<file path="src/rtl/vshr_pkg.sv">
package vshr_pkg;
  localparam int unsigned NARROW_LANE_W = 32;
  localparam int unsigned WIDE_LANE_W   = 64;

  typedef enum logic {
    LANE_32 = 1'b0,
    LANE_64 = 1'b1
  } lane_mode_e;
endpackage

</file>
<file path="src/rtl/vshr_lane.sv">
module vshr_lane #(
  parameter int unsigned LW = 32
) (
  input  logic [LW-1:0] data_i,
  input  logic [LW-1:0] cnt_i,
  output logic [LW-1:0] res_o
);
  localparam int unsigned SW = $clog2(LW);

  logic over_range;
  // any bit at or above log2(LW) means count >= LW
  assign over_range = |cnt_i[LW-1:SW];
  assign res_o      = over_range ? '0 : (data_i >> cnt_i[SW-1:0]);
endmodule

</file>
<file path="src/rtl/vshr_out_stage.sv">
module vshr_out_stage #(
  parameter int unsigned W       = 256,
  parameter bit          REG_OUT = 1'b1
) (
  input  logic         clk_i,
  input  logic         rst_ni,
  input  logic         valid_i,
  input  logic [W-1:0] d_i,
  output logic [W-1:0] q_o,
  output logic         valid_o
);
  if (REG_OUT) begin : g_reg
    always_ff @(posedge clk_i or negedge rst_ni) begin
      if (!rst_ni) begin
        q_o     <= '0;
        valid_o <= 1'b0;
      end else begin
        valid_o <= valid_i;
        if (valid_i) q_o <= d_i;
      end
    end
  end else begin : g_comb
    logic unused_clk;
    assign unused_clk = clk_i ^ rst_ni;
    assign q_o        = d_i;
    assign valid_o    = valid_i;
  end
endmodule

</file>
<file path="src/rtl/vshr_unit.sv">
module vshr_unit #(
  parameter int unsigned VEC_W   = 256,
  parameter bit          REG_OUT = 1'b1
) (
  input  logic             clk_i,
  input  logic             rst_ni,
  input  logic             valid_i,
  input  logic             lane64_i,
  input  logic             wide_i,
  input  logic [VEC_W-1:0] src_i,
  input  logic [VEC_W-1:0] cnt_i,
  output logic [VEC_W-1:0] res_o,
  output logic             valid_o
);
  import vshr_pkg::*;

  localparam int unsigned N_NARROW = VEC_W / NARROW_LANE_W;
  localparam int unsigned N_WIDE   = VEC_W / WIDE_LANE_W;
  localparam int unsigned HALF_W   = VEC_W / 2;

  logic [VEC_W-1:0] res_narrow, res_wide, res_sel, res_masked;

  for (genvar k = 0; k < N_NARROW; k++) begin : g_narrow
    vshr_lane #(.LW(NARROW_LANE_W)) i_lane (
      .data_i(src_i[k*NARROW_LANE_W +: NARROW_LANE_W]),
      .cnt_i (cnt_i[k*NARROW_LANE_W +: NARROW_LANE_W]),
      .res_o (res_narrow[k*NARROW_LANE_W +: NARROW_LANE_W])
    );
  end

  for (genvar k = 0; k < N_WIDE; k++) begin : g_wide
    vshr_lane #(.LW(WIDE_LANE_W)) i_lane (
      .data_i(src_i[k*WIDE_LANE_W +: WIDE_LANE_W]),
      .cnt_i (cnt_i[k*WIDE_LANE_W +: WIDE_LANE_W]),
      .res_o (res_wide[k*WIDE_LANE_W +: WIDE_LANE_W])
    );
  end

  assign res_sel = (lane_mode_e'(lane64_i) == LANE_64) ? res_wide : res_narrow;

  always_comb begin
    res_masked = res_sel;
    if (!wide_i) res_masked[VEC_W-1:HALF_W] = '0;
  end

  vshr_out_stage #(.W(VEC_W), .REG_OUT(REG_OUT)) i_out (
    .clk_i  (clk_i),
    .rst_ni (rst_ni),
    .valid_i(valid_i),
    .d_i    (res_masked),
    .q_o    (res_o),
    .valid_o(valid_o)
  );
endmodule

</file>
<file path="config.mk">
export PLATFORM = sky130hd
export DESIGN_NAME = vshr_unit
export DESIGN_NICKNAME = d
export VERILOG_FILES = /design/src/rtl/vshr_pkg.sv /design/src/rtl/vshr_lane.sv /design/src/rtl/vshr_out_stage.sv /design/src/rtl/vshr_unit.sv
export SDC_FILE = /design/constraint.sdc
export NUM_CORES = 2
export LEC_CHECK = 0
export ABC_AREA = 1
export BUFFER_PORTS_ARGS = -buffer_cell sky130_fd_sc_hd__buf_2
export CORE_AREA = 2 2 303 305
export DETAILED_ROUTE_END_ITERATION = 8
export DIE_AREA = 0 0 305 307
export GPL_TIMING_DRIVEN = 1
export PLACE_DENSITY_LB_ADDON = 0.08
export SYNTH_ARGS = -nofsm -noshare
export SYNTH_HDL_FRONTEND = slang
export SYNTH_SLANG_ARGS = --single-unit
</file>
<file path="constraint.sdc">
create_clock -name clk_i -period 1.1 [get_ports clk_i]
set_input_delay 0.275 -clock clk_i [delete_from_list [all_inputs] [get_ports clk_i]]
set_output_delay 0.275 -clock clk_i [all_outputs]
set_load 0.01 [all_outputs]
</file>
==> results.txt <==
Die X-Extent: 305 microns
Final Util: 63.55%
cell with the biggest individual delay on the critical path: sky130_fd_sc_hd__clkinvlp_4
largest vdd supply drop: 972.2 uV
most common flop cell mapped by yosys: sky130_fd_sc_hd__dfrtp_1
Remaining Overflow, GRT: 0
Yosys cell types: 45
antenna-violating nets left: 0
setup repair after global routing missed its margin: true
Compound-Gate Fraction of Synth Area: 10.47%
cell-by-cell trace of the critical path: buf_12 > buf_6 > clkinvlp_4 > buf_6 > buf_12 > o21ai_2 > nand2_1 > nand3_2 > nand3_2 > o211ai_1 > nand2_1 > nand3_2 > nand2_1
Final Cycle Share: 135.7%
Layout area overhead: 57.72%
fraction of the yosys area taken by sequential cells: 17.60%
Post-synth EDFFs: 0
fraction of power spent switching nets: 42.42%
worst hold-check path type: in -> reg
number of pins exceeding their max-slew limit in the final report: 0
number of warning messages in the yosys log: 0
skew final: 0 ns
first-pass GRT wire length: 307200 microns
combinational family with the most area after synthesis: simple AND/OR/NAND/NOR gates
number of antenna violations at the first check in global routing: 9
effective utilization at floorplan: 40.29%
total power density per cell area: 773.9 mW/mm^2
startpoint type of the worst setup path: input port
overall fraction of global-route tracks in use: 41.93%
Root Buffer: sky130_fd_sc_hd__clkbuf_16
failing checks: setup timing
top library cells by usage in the layout, fill and taps aside: sky130_fd_sc_hd__nand2_1, sky130_fd_sc_hd__nand3_1, sky130_fd_sc_hd__buf_4
synthesized area divided by synthesized cell count: 5.189 sq um
filler instances: 8757
Critical Path End Type: register
run status: finished with violations
met1 demand-to-capacity share in global routing: 50.69%
fraction of power consumed by sequential logic: 24.0%
net count of the finished layout: 8936
post-layout minimum cycle time: 1.492 ns
area of the multi-input gates: 0.03175 sq mm
final setup vio count: 513
crit path setup slack, layout: -0.3924 ns
commonest non-fill, non-tap cell in the layout: sky130_fd_sc_hd__nand2_1
relative contribution of combinational cells to total power: 49.7%
Cells after Synth: 7042
fraction of synthesized cell area in xor and xnor cells: 0%
Final Wtd Congestion: 1.024
total net switching power: 18.92 mW
Cell Area, Synth: 0.03654 sq mm
asr flop ratio synth: 100.0%
transition at the pin with the smallest max-transition slack: 0.4853 ns
cell count after placement: 9413
met3 track demand over resource in global routing: 7.988%
Clk Latency, worst-skew pair: 0.55 ns
clk slew on worst S/H paths: 0.06 ns
top achievable clock speed: 670.1 MHz
router iterations before antenna repair: 8
LEAKAGE: 28.88 nW
maximum number of pins on one net before global-route repair: 78
sequential cell area: 0.006485 sq mm
height of the chip: 307 microns
Most Crowded Layer GR: met2
TritonCTS clock tree: built
H-tree depth reported by CTS: 2
CTS max path bufs: 3
via/cell ratio: 5.855
Slowest Stage Delay on Critical Path: 0.19 ns
number of I/O port buffers: 773
maximum fanout along the worst path: 8
number of clock sinks seen by CTS: 257
required arrival time at the worst endpoint: 1.54 ns
Area after DPL: 0.04906 sq mm
post-synthesis simple-gate area fraction: 63.28%
die area: 0.09364 sq mm
vias in the first global route: 52520
final cell area excluding filler cells: 0.05763 sq mm
worst path arrival time: 1.93 ns
max capacitance violation total: 0
total core area: 0.09069 sq mm
synthesis-stage register bit count: 257
number of violations reported at the end of detailed-routing iteration 0: 5622
post-DP HPWL: 161400 microns
detailed-route wire length: 208900 microns
grt met2 use: 67.78%
I/O Pins: 774
share of post-route cells with drive strength above 1: 36.78%
num rows: 111
Crit Path Category: in -> reg
Slew HR: 67.65%
Avg WL per Cell: 21.68 microns
fin cells: 9635
Post-Synth Adder-Cell Area: 0%
total internal power: 25.68 mW
Synthesized Nets: 7559
mux cell area share after synthesis: 0%
number of design rule violations left after detail routing: 0
Via Count: 56417
clock power share: 26.3%
total power after layout: 44.60 mW
TritonCTS buffer count: 34
Final Hold Violating Endpoints: 0
==> cells in the mapped netlist, types with 7 or more instances <==
cell / n / area, sq um
sky130_fd_sc_hd__buf_6: 17 / 191.4
sky130_fd_sc_hd__or2_2: 63 / 394.1
sky130_fd_sc_hd__o21ai_1: 57 / 285.3
sky130_fd_sc_hd__nor4_1: 11 / 68.82
sky130_fd_sc_hd__o22a_1: 11 / 96.34
sky130_fd_sc_hd__or2_0: 10 / 62.56
sky130_fd_sc_hd__dfrtp_1: 257 / 6431
sky130_fd_sc_hd__and2_1: 8 / 50.05
sky130_fd_sc_hd__nor3_1: 33 / 165.2
sky130_fd_sc_hd__nor2_4: 7 / 78.83
sky130_fd_sc_hd__clkbuf_1: 216 / 810.8
sky130_fd_sc_hd__nand3_1: 1869 / 9354
sky130_fd_sc_hd__a21oi_1: 252 / 1261
sky130_fd_sc_hd__buf_2: 131 / 655.6
sky130_fd_sc_hd__buf_1: 112 / 420.4
sky130_fd_sc_hd__nand2_1: 2704 / 10150
sky130_fd_sc_hd__inv_2: 28 / 105.1
sky130_fd_sc_hd__o21ai_0: 242 / 1211
sky130_fd_sc_hd__buf_4: 32 / 240.2
sky130_fd_sc_hd__o211ai_1: 114 / 855.8
sky130_fd_sc_hd__nor2_1: 596 / 2237
sky130_fd_sc_hd__inv_1: 175 / 656.9
sky130_fd_sc_hd__nand4_1: 39 / 244.0
sky130_fd_sc_hd__clkinv_1: 8 / 30.03
==> cell type report <==
type / instances / area share (%)
multi-input cells: 6059 / 55.08
repair buffers: 1843 / 27.17
flip-flops and latches: 257 / 11.25
well taps: 1186 / 2.575
inverters: 216 / 1.763
clock buffers: 45 / 1.672
clock inverters: 13 / 0.3235
repair inverters: 8 / 0.1281
diodes: 8 / 0.03474
==> power groups by stage <==
| stage | Clock (mW) | Combinational, mW | Sequential [mW] |
|---|---|---|---|
| after floorplan | 0 | 9.84 | 10.8 |
| after global placement | 0 | 18.8 | 10.8 |
| after detailed placement | 0 | 18.8 | 10.8 |
| after CTS | 11.8 | 20.5 | 10.7 |
| after global routing | 12.2 | 23.7 | 10.7 |
| final | 11.7 | 22.2 | 10.7 |
==> logic make-up (layout without fill, tap and decap cells) <==
| group | count (synthesis) | in the layout |
|---|---|---|
| other | 0 | 8 |
| buffers and inverters | 726 | 2125 |
| AO/OA/AOI/OAI | 688 | 688 |
| AND/OR/NAND/NOR | 5371 | 5371 |
| flip-flops | 257 | 257 |
==> repair_timing <==
action	in CTS	in global routing
hold buffers	1	0
pin swaps	227	219
cloned	41	4
setup endpoints to repair	513	513
endpoints found under the hold margin	239	0
buffers inserted	87	35
resized for setup	810	672
==> state kept, by name, summed over array words and instances, names as in the netlist <==
name	cells
i_out.q_o	256
i_out.valid_o	1
==> stage by stage <==
| stage | hold slack [ns] | TNS, ns | setup slack (ns) |
|---|---|---|---|
| floorplan | -0.02059 | -101.08 | -0.4589 |
| global placement | 0.1999 | -229.38 | -1.164 |
| detailed placement | 0.2007 | -233.35 | -1.153 |
| CTS | 0.1737 | -132.66 | -0.3939 |
| global route | 0.2204 | -164.32 | -0.4477 |
| finish | 0.2004 | -139.39 | -0.3924 |
==> metal layers <==
metal | up-vias | routed length (microns)
li1 | 26286 | -
met1 | 26113 | 78800
met2 | 3274 | 94620
met3 | 742 | 18940
met4 | 2 | 16560
met5 | - | 8
==> worst paths after layout <==
kind	from	to	slack [ns]	cells after the start
hold / removal	valid_i	i_out.q_o[105]	0.20	4
setup / recovery	cnt_i[160]	i_out.q_o[171]	-0.39	13
setup reg to reg	i_out.q_o[64]	i_out.q_o[64]	0.24	3
min in group asynchronous	rst_ni	i_out.q_o[20]	0.21	2
max in group asynchronous	rst_ni	i_out.q_o[91]	0.29	3
hold reg to reg	i_out.q_o[141]	i_out.q_o[141]	0.47	2
==> critical path, delay by kind of cell <==
family	cells	cell delay (ns)
buffers and inverters	5	0.70
AND/OR/NAND/NOR	6	0.63
AO/OA/AOI/OAI	2	0.33
Note: power is estimated with default switching activity, not from simulation.
